[src/rtl/bus_resize_pkg.sv]
package bus_resize_pkg;
  // Steering strobes handed from the control to the datapath
  typedef struct packed {
    logic       fromSlave;  // respond with slave values, not chain values
    logic [7:0] lane;       // lane index (up-size) or slice index (down-size)
  } steerT;
endpackage

[src/rtl/bus_resize_ctrl.sv]
module bus_resize_ctrl
  import bus_resize_pkg::*;
#(
  parameter int MST_DW = 16,
  parameter int SLV_DW = 32,
  parameter int MST_AW = 8,
  parameter int SLV_AW = 7,
  parameter bit LITTLE = 1'b1
) (
  input  logic                mStb,
  input  logic [MST_AW-1:0]   mAdr,
  input  logic [MST_DW/8-1:0] mSel,
  output logic [SLV_AW-1:0]   sAdr,
  output logic [SLV_DW/8-1:0] sSel,
  output steerT               steer
);
  localparam int MB = MST_DW / 8;
  localparam int SB = SLV_DW / 8;

  generate
    if (MST_DW < SLV_DW) begin : gUp
      localparam int R  = SLV_DW / MST_DW;
      localparam int SH = $clog2(R);
      logic [SH-1:0] idx;
      int            laneI;
      logic [R-1:0]  laneHit;

      assign idx  = mAdr[SH-1:0];
      assign sAdr = mAdr[MST_AW-1:SH];

      always_comb begin
        laneI = LITTLE ? int'(idx) : (R - 1 - int'(idx));
        sSel  = SB'(mSel) << (laneI * MB);
        steer.fromSlave = mStb;
        steer.lane      = 8'(laneI);
      end

      always_comb begin
        for (int k = 0; k < R; k++) laneHit[k] = |sSel[k*MB +: MB];
        AST_SEL_KEPT: assert ($countones(sSel) == $countones(mSel)) else $error("select bits lost");
        AST_ONE_LANE: assert ($onehot0(laneHit)) else $error("selects spread over lanes");
      end
    end else if (MST_DW > SLV_DW) begin : gDown
      localparam int R  = MST_DW / SLV_DW;
      localparam int SH = $clog2(R);
      int slice;
      int sub;

      always_comb begin
        slice = LITTLE ? 0 : R - 1;
        if (LITTLE) begin
          for (int k = R - 1; k >= 0; k--)
            if (|mSel[k*SB +: SB]) slice = k;
        end else begin
          for (int k = 0; k < R; k++)
            if (|mSel[k*SB +: SB]) slice = k;
        end
        sub  = LITTLE ? slice : (R - 1 - slice);
        sAdr = {mAdr, SH'(sub)};
        sSel = SB'(mSel >> (slice * SB));
        steer.fromSlave = mStb;
        steer.lane      = 8'(slice);
      end

      always_comb begin
        AST_SEL_NONEMPTY: assert (!(|mSel) || (|sSel)) else $error("selected access lost");
      end
    end else begin : gEq
      assign sAdr = SLV_AW'(mAdr);
      assign sSel = SB'(mSel);
      assign steer.fromSlave = mStb;
      assign steer.lane      = 8'd0;
    end
  endgenerate
endmodule

[src/rtl/bus_resize_dp.sv]
module bus_resize_dp
  import bus_resize_pkg::*;
#(
  parameter int MST_DW = 16,
  parameter int SLV_DW = 32
) (
  input  steerT               steer,
  input  logic [SLV_DW/8-1:0] sSel,
  input  logic [MST_DW-1:0]   mDatI,
  input  logic [SLV_DW-1:0]   sDatI,
  input  logic                sAck,
  input  logic                sRty,
  input  logic                sErr,
  input  logic                ackChain,
  input  logic                rtyChain,
  input  logic                errChain,
  input  logic [MST_DW-1:0]   datChain,
  output logic [SLV_DW-1:0]   sDatO,
  output logic [MST_DW-1:0]   mDatO,
  output logic                mAck,
  output logic                mRty,
  output logic                mErr
);
  localparam int MB = MST_DW / 8;
  logic [MST_DW-1:0] rdData;

  generate
    if (MST_DW < SLV_DW) begin : gUp
      localparam int R = SLV_DW / MST_DW;
      assign sDatO  = {R{mDatI}};
      assign rdData = MST_DW'(sDatI >> (int'(steer.lane) * MST_DW));

      always_comb begin
        for (int b = 0; b < SLV_DW / 8; b++)
          if (sSel[b])
            AST_WR_LANE: assert (sDatO[b*8 +: 8] == mDatI[(b % MB)*8 +: 8]) else $error("write lane mismatch");
      end
    end else if (MST_DW > SLV_DW) begin : gDown
      localparam int R = MST_DW / SLV_DW;
      assign sDatO  = SLV_DW'(mDatI >> (int'(steer.lane) * SLV_DW));
      assign rdData = {R{sDatI}};
    end else begin : gEq
      assign sDatO  = SLV_DW'(mDatI);
      assign rdData = MST_DW'(sDatI);
    end
  endgenerate

  // Daisy-chain gating of the response path
  always_comb begin
    if (steer.fromSlave) begin
      mAck = sAck; mRty = sRty; mErr = sErr; mDatO = rdData;
    end else begin
      mAck = ackChain; mRty = rtyChain; mErr = errChain; mDatO = datChain;
    end
  end

  always_comb begin
    AST_RSP_EXCL: assert (!(steer.fromSlave && !sAck && !sRty && !sErr) || !(mAck || mRty || mErr))
      else $error("response without slave response");
  end
endmodule

[src/rtl/bus_resize.sv]
module bus_resize
  import bus_resize_pkg::*;
#(
  parameter int MST_DW = 16,
  parameter int SLV_DW = 32,
  parameter int MST_AW = 8,
  parameter bit LITTLE = 1'b1,
  localparam int RSH = (MST_DW < SLV_DW) ? $clog2(SLV_DW / MST_DW)
                     : (MST_DW > SLV_DW) ? $clog2(MST_DW / SLV_DW) : 0,
  localparam int SLV_AW = (MST_DW < SLV_DW) ? MST_AW - RSH : MST_AW + RSH
) (
  input  logic                mCyc,
  input  logic                mStb,
  input  logic                mWe,
  input  logic [MST_AW-1:0]   mAdr,
  input  logic [MST_DW/8-1:0] mSel,
  input  logic [MST_DW-1:0]   mDatI,
  output logic [MST_DW-1:0]   mDatO,
  output logic                mAck,
  output logic                mRty,
  output logic                mErr,
  input  logic                ackChain,
  input  logic                rtyChain,
  input  logic                errChain,
  input  logic [MST_DW-1:0]   datChain,
  output logic                sCyc,
  output logic                sStb,
  output logic                sWe,
  output logic [SLV_AW-1:0]   sAdr,
  output logic [SLV_DW/8-1:0] sSel,
  output logic [SLV_DW-1:0]   sDatO,
  input  logic [SLV_DW-1:0]   sDatI,
  input  logic                sAck,
  input  logic                sRty,
  input  logic                sErr
);
  steerT steer;

  assign sCyc = mCyc;
  assign sStb = mStb;
  assign sWe  = mWe;

  bus_resize_ctrl #(
    .MST_DW(MST_DW), .SLV_DW(SLV_DW), .MST_AW(MST_AW), .SLV_AW(SLV_AW), .LITTLE(LITTLE)
  ) uCtrl (
    .mStb(mStb), .mAdr(mAdr), .mSel(mSel), .sAdr(sAdr), .sSel(sSel), .steer(steer)
  );

  bus_resize_dp #(.MST_DW(MST_DW), .SLV_DW(SLV_DW)) uDp (
    .steer(steer), .sSel(sSel), .mDatI(mDatI), .sDatI(sDatI),
    .sAck(sAck), .sRty(sRty), .sErr(sErr),
    .ackChain(ackChain), .rtyChain(rtyChain), .errChain(errChain), .datChain(datChain),
    .sDatO(sDatO), .mDatO(mDatO), .mAck(mAck), .mRty(mRty), .mErr(mErr)
  );
endmodule

[config.mk]
export PLATFORM = sky130hd
export DESIGN_NAME = bus_resize
export DESIGN_NICKNAME = d
export VERILOG_FILES = /design/src/rtl/bus_resize_pkg.sv /design/src/rtl/bus_resize_ctrl.sv /design/src/rtl/bus_resize_dp.sv /design/src/rtl/bus_resize.sv
export SDC_FILE = /design/constraint.sdc
export NUM_CORES = 1
export LEC_CHECK = 0
export BUFFER_PORTS_ARGS = -buffer_cell sky130_fd_sc_hd__buf_2
export CORE_AREA = 2 2 58 60
export DETAILED_ROUTE_END_ITERATION = 8
export DIE_AREA = 0 0 60 62
export PLACE_DENSITY = 0.87
export SYNTH_ARGS = -nofsm -noshare
export SYNTH_HDL_FRONTEND = slang
export SYNTH_SLANG_ARGS = --single-unit
export TNS_END_PERCENT = 10
[constraint.sdc]
create_clock -name vclk -period 0.8
set_input_delay 0.16 -clock vclk [all_inputs]
set_output_delay 0.16 -clock vclk [all_outputs]
set_load 0.02 [all_outputs]
==> impl_metrics.env, run 1 <==
export IMPL_yosysTopAreaCell="buf_4"
export IMPL_min_to="sDatO[21]"
export IMPL_grt_pass1_vias=761
export IMPL_synth_area_per_cell_um2=6.985
export IMPL_route_detailed_drc=0
export IMPL_grt_setup_unrepaired="yes"
export IMPL_hold_class="input pin to primary output"
export IMPL_setup_viol=22
export IMPL_report_final_slew_viol_count=0
export IMPL_hold_buffers=0
export IMPL_avgRoutedWirePerCell_um=13.27
export IMPL_grt_pass1_wl_um=3194
export IMPL_ys_seq_area_share_pct=0
export IMPL_drive_gt1_share_pct=86.21
export IMPL_crit_path_top_delay_cell="mux2i_4"
export IMPL_grt_usage_pct=11.03
export IMPL_hold_depth=0
export IMPL_drt_iter0_drc=15
export IMPL_syn_area_um2=719.4
export IMPL_dpl_instance_area_um2=1127
export IMPL_postCtsSetupBuffers=0
export IMPL_placementRows=21
export IMPL_antenna_found_initial=0
export IMPL_required_ns=0.64
export IMPL_crit_buf_inv=3
export IMPL_outcome="complete, but fails checks"
export IMPL_crit_path_max_fanout=5
export IMPL_grt_max_degree=12
export IMPL_power_density_nw_per_um2=683.3
export IMPL_leakage_uw=0.0006402
export IMPL_regArea_um2=0
export IMPL_synth_most_common_cell="buf_4"
export IMPL_place_ws_ns=-0.3663
export IMPL_yosysTopAreaCellShare_pct=44.87
export IMPL_numSequentialCells=0
export IMPL_nClkBuffers=0
export IMPL_viasPerCell=4.351
export IMPL_first_pass_iters=2
export IMPL_start_util_pct=22.63
export IMPL_dpl_hpwl_um=1816
export IMPL_period_share_pct=130.7
export IMPL_setup_slack_ns=-0.2453
export IMPL_finalHoldViolations=0
export IMPL_nets=230
export IMPL_crit_path_end_kind="primary output"
export IMPL_num_io_pins=148
export IMPL_final_cell_area_um2=1435
export IMPL_die_w_um=60
export IMPL_worstPathCellList="buf_12 -> buf_12 -> mux2i_4 -> a21oi_4 -> buf_6"
export IMPL_path_class="input pin to primary output"
export IMPL_ys_warn_count=0
export IMPL_cp_common_cell="buf_12"
export IMPL_fmaxAchievable_mhz=956.6
export IMPL_wirelength_um=2534
export IMPL_die_height_um=62
export IMPL_fin_crit_ns=1.045
export IMPL_critPathTopFamily="buffers and inverters"
export IMPL_cpPeakStageDelay_ns=0.26
export IMPL_grt_ovfl_total=0
export IMPL_relSlewSlack_pct=85.33
export IMPL_startpoint_type="input pin"
export IMPL_power_uw=980.6
export IMPL_fin_hold_ws_ns=0.3200
export IMPL_design_die_area_um2=3720
export IMPL_vias=831
export IMPL_area_growth_pct=99.48
export IMPL_globalplace_congestion=0.6303
export IMPL_synth_area_leaders="buf_4, mux2i_1, a21oi_1"
export IMPL_drv_cap=0
export IMPL_worst_ir_drop_vdd_mv=0.2529
export IMPL_synth_cell_types=9
export IMPL_crit_arrival_ns=0.89
export IMPL_syn_nets=186
export IMPL_ant_nets=0
export IMPL_hp_start="mDatI[5]"
export IMPL_antenna_cells=0
export IMPL_postSynthCellCount=103
export IMPL_yosys_top_cells_count="buf_4, a21oi_1, mux2i_1, nor2_1"
export IMPL_port_buffers=82
export IMPL_violations="negative setup slack"
export IMPL_worstMarginPinSlew_ns=0.2192
export IMPL_core_um2=3179
logic make-up (layout without fill, tap and decap cells):
family	after synthesis	in the layout	synth area share, %
buffers and inverters	48	90	50.09
AOI/OAI and AO/OA	16	16	11.13
and+or+nand+nor	20	20	11.83
muxes	19	19	26.96
timing repair:
| action | in CTS | in global routing |
|---|---|---|
| setup endpoints to repair | 24 | 24 |
| hold endpoints to repair | 0 | 0 |
| pin swaps | 6 | 1 |
| gates resized for setup | 49 | 11 |
| gates cloned | 3 | 0 |
metrics by stage:
step / TNS (ns) / util, % / instances
3_5_place_dp: -6.147 / 35.46 / 188
4_1_cts: -4.122 / 43.80 / 191
6_report: -3.969 / 45.14 / 191
5_1_grt: -4.548 / 45.14 / 191
2_1_floorplan: -0.6094 / - / 103
3_3_place_gp: -5.926 / 35.46 / 188
area by class of cell:
cell class,count,area [um^2]
Fill cell,307,1744
Timing Repair Buffer,90,696.9
Multi-Input combinational cell,55,680.7
Tap cell,46,57.56
per-layer routing:
layer,vias up,routed length (um),global-route usage [%],part of all wire (%)
met1,367,827,10.40,33
met2,76,1354,23.60,53
li1,384,-,-,-
met5,-,0,0,0
met3,4,339,3.106,13
met4,0,12,1.587,0.47
worst max path at each step:
stage / endpoint / start / slack, ns / cells past startpoint
after global routing: mDatO[4] / mAdr[0] / -0.27 / 5
after floorplan: mDatO[15] / mAdr[0] / -0.04 / 3
after CTS: mDatO[7] / mAdr[0] / -0.24 / 5
final: mDatO[9] / mAdr[0] / -0.25 / 5
after global placement: mDatO[8] / mAdr[0] / -0.36 / 5
after detailed placement: mDatO[8] / mAdr[0] / -0.37 / 5
cells in the final DEF (no fill, tap or decap), drive strengths merged:
cell type	n
nor2b	2
buf	90
mux2i	16
and2	2
a21oi	16
mux2	3
nor2	16
power by group:
group | switching, uW | total (uW) | internal [uW] | leakage [uW]
clock | 0 | 0 | 0 | 0
sequential | 0 | 0 | 0 | 0
combinational | 449 | 981 | 532 | 0.000640
total | 449 | 981 | 532 | 0.000640
Power figures use the tool's default switching activity.
==> inputs of run 2 (changes only) <==
Settings changed: ABC_AREA set to 1, CORE_AREA 2 2 58 60 to 2 2 48 73, DIE_AREA 0 0 60 62 to 0 0 50 75, PLACE_DENSITY 0.87 to 0.91.
==> run 2 against run 1 <==
Effect of this change:
- the flow still finishes with violations (negative setup slack)
- global-route usage is 2.9 points higher
- sequential share of layout area is the same
- via count is 34% higher
- core utilization grew 4.4 points
- critical path type unchanged
- largest cell class unchanged
- largest power group unchanged
==> impl_metrics.env, run 2 <==
export IMPL_outcome="complete, but fails checks"
export IMPL_violations="negative setup slack"
export IMPL_setup_viol=21
export IMPL_ys_seq_area_share_pct=0
export IMPL_report_final_slew_viol_count=0
export IMPL_avgRoutedWirePerCell_um=13.10
export IMPL_hold_depth=0
export IMPL_synth_cell_types=8
export IMPL_dpl_instance_area_um2=1025
export IMPL_wl_met1_um=1101
export IMPL_grt_setup_unrepaired="yes"
export IMPL_final_cell_area_um2=1535
export IMPL_fill_cells=310
export IMPL_power_density_nw_per_um2=631.4
export IMPL_hold_class="input pin to primary output"
export IMPL_worstMarginPinSlew_ns=0.1177
export IMPL_worstPathCellList="buf_12 -> buf_12 -> nand2_4 -> nand3_2 -> nand2_2 -> buf_6"
export IMPL_nClkBuffers=0
export IMPL_combPwrFrac_pct=100.0
export IMPL_postSynthCellCount=179
export IMPL_layoutNonFillerInstCount=263
export IMPL_regArea_um2=0
export IMPL_p_int_uw=481.0
export IMPL_yosys_top_cells_count="nand2_1, buf_4, inv_1"
export IMPL_ant_nets=0
export IMPL_required_ns=0.64
export IMPL_layout_commonest_cell="buf_2"
export IMPL_drive_gt1_share_pct=66.37
export IMPL_wl_met2_um=1883
export IMPL_hp_start="mAdr[2]"
export IMPL_ys_warn_count=0
export IMPL_fmaxAchievable_mhz=1100
export IMPL_hold_buffers=0
export IMPL_synth_area_leaders="buf_4, nand2_1, inv_1"
export IMPL_p_seq_share_pct=0
export IMPL_min_to="sAdr[1]"
export IMPL_wirelength_um=3446
export IMPL_grt_ovfl_total=0
export IMPL_final_cell_mix="buf_2, nand2_1, inv_1"
export IMPL_numSequentialCells=0
export IMPL_start_util_pct=28.04
export IMPL_place_ws_ns=-0.2674
export IMPL_top_layer="met4"
export IMPL_crit_path_top_delay_cell="buf_12"
export IMPL_grt_pass1_vias=930
export IMPL_setup_slack_ns=-0.1093
export IMPL_die_height_um=75
export IMPL_crit_path_end_kind="primary output"
export IMPL_nets=308
export IMPL_period_share_pct=113.7
export IMPL_area_growth_pct=76.80
export IMPL_synth_most_common_cell="nand2_1"
export IMPL_path_class="input pin to primary output"
export IMPL_multi_input_area_um2=584.3
export IMPL_power_frac_clock_pct=0
export IMPL_netSwitchingPower_uw=488.3
export IMPL_route_detailed_drc=0
export IMPL_fin_crit_ns=0.9093
export IMPL_viasPerCell=4.221
export IMPL_finalHoldViolations=0
export IMPL_antenna_found_initial=0
export IMPL_placementRows=25
export IMPL_first_pass_iters=4
export IMPL_syn_nets=262
export IMPL_sw_frac_of_total_pct=50.38
export IMPL_yosysTopAreaCell="buf_4"
export IMPL_grt_max_degree=20
export IMPL_num_io_pins=148
export IMPL_yosysTopAreaCellShare_pct=38.04
export IMPL_relSlewSlack_pct=92.16
export IMPL_fin_hold_ws_ns=0.3200
export IMPL_grt_pass1_wl_um=4098
export IMPL_leakage_uw=0.0009836
export IMPL_syn_area_um2=868.3
export IMPL_met3_length_um=271
export IMPL_port_buffers=82
export IMPL_globalplace_congestion=0.6577
export IMPL_synth_area_per_cell_um2=4.851
export IMPL_tns_ns=-1.793
export IMPL_dp_cells=258
export IMPL_die_w_um=50
export IMPL_cp_common_cell="buf_12"
export IMPL_drt_iter0_drc=13
export IMPL_grt_usage_pct=13.98
export IMPL_crit_arrival_ns=0.75
export IMPL_worst_ir_drop_vdd_mv=0.3073
export IMPL_cpPeakStageDelay_ns=0.15
export IMPL_startpoint_type="input pin"
export IMPL_design_die_area_um2=3750
export IMPL_crit_path_max_fanout=8
export IMPL_drv_cap=0
export IMPL_dpl_hpwl_um=2102
export IMPL_vias=1110
export IMPL_core_um2=3097
export IMPL_antenna_cells=0
-- run 2: cell families (layout without fill, tap and decap cells) --
| family | count (synthesis) | in the layout | share of synthesized area, % |
|---|---|---|---|
| AND/OR/NAND/NOR | 93 | 93 | 42.51 |
| buffers and inverters | 86 | 130 | 57.49 |
-- run 2: worst max-delay path by stage --
stage,start,slack (ns),endpoint,cells past startpoint
floorplan,mStb,-0.02,mDatO[11],4
global placement,mAdr[0],-0.27,mDatO[14],6
detailed placement,mAdr[0],-0.27,mDatO[14],6
CTS,mStb,-0.13,mDatO[10],6
global route,mAdr[0],-0.13,mDatO[4],6
finish,mAdr[0],-0.11,mDatO[4],6
-- run 2: what timing repair did --
action / in CTS / in global routing
pin swaps: 10 / 33
buffers inserted: 0 / 0
cloned: 1 / 4
gates resized for setup: 59 / 73
setup endpoints to repair: 23 / 24
-- run 2: worst max-delay path, delay by kind of cell --
family	cells	cell delay (ns)
buffers and inverters	3	0.39
and+or+nand+nor	3	0.19
-- run 2: layout make-up --
type                            instances  area share [%]
Tap cell                               40           3.260
Multi-Input combinational cell         93           38.06
Inverter                               38           10.59
Timing Repair Buffer                   91           47.51
Timing Repair inverter                  1          0.5705
-- run 2: metrics by stage --
step                total power, uW  util [%]
finish                        969.3     49.58
detailed placement            613.0     33.09
global route                   1043     49.58
CTS                           770.8     39.15
floorplan                     641.9         -
global placement              603.9     33.09
-- run 2: power groups by stage --
stage / clock network [uW] / logic [uW] / registers (uW)
after global placement: 0 / 604 / 0
after global routing: 0 / 1040 / 0
after detailed placement: 0 / 613 / 0
after CTS: 0 / 771 / 0
final: 0 / 969 / 0
after floorplan: 0 / 642 / 0
-- run 2: metal layers --
layer  vias to the layer above  GRT usage (%)
li1                        556              -
met1                       472          12.83
met2                        57          28.36
met3                        25         0.5952
met4                         0          10.49
met5                         -              0
==> inputs of run 3 (changes only) <==
Settings changed: BUFFER_PORTS_ARGS -buffer_cell sky130_fd_sc_hd__buf_2 to not set, CORE_AREA 2 2 48 73 to 2 2 57 59, DIE_AREA 0 0 50 75 to 0 0 59 61, DONT_BUFFER_PORTS set to 1, PLACE_DENSITY 0.91 to 0.52.
==> run 3 against run 2 <==
Effect of this change:
- the run now ends clean
- highest routed layer unchanged
- final area is 61% lower
- worst hold slack hardly changed
- critical endpoint unchanged
- via count is 33% lower
==> impl_metrics.env, run 3 (synthesis results as in run 2) <==
export IMPL_grt_pass1_wl_um=2601
export IMPL_hold_class="input pin to primary output"
export IMPL_grt_max_degree=22
export IMPL_dpl_hpwl_um=1468
export IMPL_layoutNonFillerInstCount=168
export IMPL_critPathTopFamily="simple AND/OR/NAND/NOR gates"
export IMPL_avgRoutedWirePerCell_um=11.14
export IMPL_design_die_area_um2=3599
export IMPL_die_height_um=61
export IMPL_dp_cells=168
export IMPL_fin_crit_ns=0.7559
export IMPL_crit_buf_inv=2
export IMPL_cp_common_cell="nand2_1"
export IMPL_fill_cells=365
export IMPL_finalHoldViolations=0
export IMPL_required_ns=0.64
export IMPL_startpoint_type="input pin"
export IMPL_nClkBuffers=0
export IMPL_setup_slack_ns=0.04406
export IMPL_core_um2=2953
export IMPL_drv_cap=0
export IMPL_regArea_um2=0
export IMPL_place_ws_ns=-0.05948
export IMPL_cpPeakStageDelay_ns=0.17
export IMPL_fin_hold_ws_ns=0.3200
export IMPL_leakage_uw=0.0004709
export IMPL_worst_ir_drop_vdd_mv=0.1248
export IMPL_crit_path_top_delay_cell="nand2_1"
export IMPL_nets=220
export IMPL_grt_pass1_vias=585
export IMPL_vias=741
export IMPL_numSequentialCells=0
export IMPL_layout_commonest_cell="nand2_1"
export IMPL_first_pass_iters=4
export IMPL_grt_ovfl_total=0
export IMPL_postCtsSetupBuffers=0
export IMPL_grt_setup_unrepaired="no"
export IMPL_viasPerCell=4.411
export IMPL_crit_path_end_kind="primary output"
export IMPL_worstPathCellList="inv_2 -> buf_12 -> nand2_1 -> nand2_1"
export IMPL_start_util_pct=29.41
export IMPL_report_final_slew_viol_count=0
export IMPL_antenna_cells=0
export IMPL_outcome="finished, final reports clean"
export IMPL_port_buffers=0
export IMPL_power_density_nw_per_um2=585.5
export IMPL_drive_gt1_share_pct=6.667
export IMPL_path_class="input pin to primary output"
export IMPL_drt_iter0_drc=12
export IMPL_antenna_found_initial=0
export IMPL_cts_resized_gates=1
export IMPL_setup_viol=0
export IMPL_area_growth_pct=-30.26
export IMPL_die_w_um=59
export IMPL_hold_buffers=0
export IMPL_wirelength_um=1872
export IMPL_relSlewSlack_pct=85.82
export IMPL_ant_nets=0
export IMPL_globalplace_congestion=0.6101
export IMPL_grt_usage_pct=9.083
export IMPL_route_detailed_drc=0
export IMPL_placementRows=20
export IMPL_fmaxAchievable_mhz=1323
export IMPL_crit_path_max_fanout=21
export IMPL_crit_arrival_ns=0.60
export IMPL_worstMarginPinSlew_ns=0.2121
export IMPL_num_io_pins=148
export IMPL_final_cell_mix="nand2_1, inv_1, nand3_1"
export IMPL_period_share_pct=94.49
[run 3: path summary, 6_finish.rpt]
kind / start / endpoint / slack (ns) / cells past startpoint
worst max-delay path: mStb / mDatO[4] / 0.04 / 4
worst min-delay path: mAdr[3] / sAdr[2] / 0.32 / 0
[run 3: final cells by class]
cell class | count | area, um^2 | share of cell area, %
inverters | 38 | 145.1 | 23.97
multi-input cells | 93 | 376.6 | 62.19
well taps | 33 | 41.29 | 6.818
repair buffers | 4 | 42.54 | 7.025
[run 3: layer usage]
| metal | up-vias | global-route usage [%] | routed length, um |
|---|---|---|---|
| met5 | - | 0 | 0 |
| met4 | 0 | 3.896 | 58 |
| met3 | 11 | 0.8529 | 178 |
| met2 | 59 | 18.10 | 932 |
| met1 | 291 | 9.608 | 702 |
| li1 | 380 | - | - |
[run 3: through the flow]
step	util (%)	cell area [um^2]	setup TNS, ns	total power [uW]
after floorplan	-	870.8	-0.1661	641.9
after global placement	20.25	598.1	-0.6854	353.8
after detailed placement	20.25	598.1	-0.6979	355.3
after CTS	20.34	600.6	0	357.5
after global routing	20.51	605.6	0	397.1
final	20.51	605.6	0	354.5
[run 3: where the power goes]
part | internal (uW) | leakage (uW) | switching [uW]
registers | 0 | 0 | 0
clock network | 0 | 0 | 0
logic | 104 | 0.000471 | 250
total | 104 | 0.000471 | 250
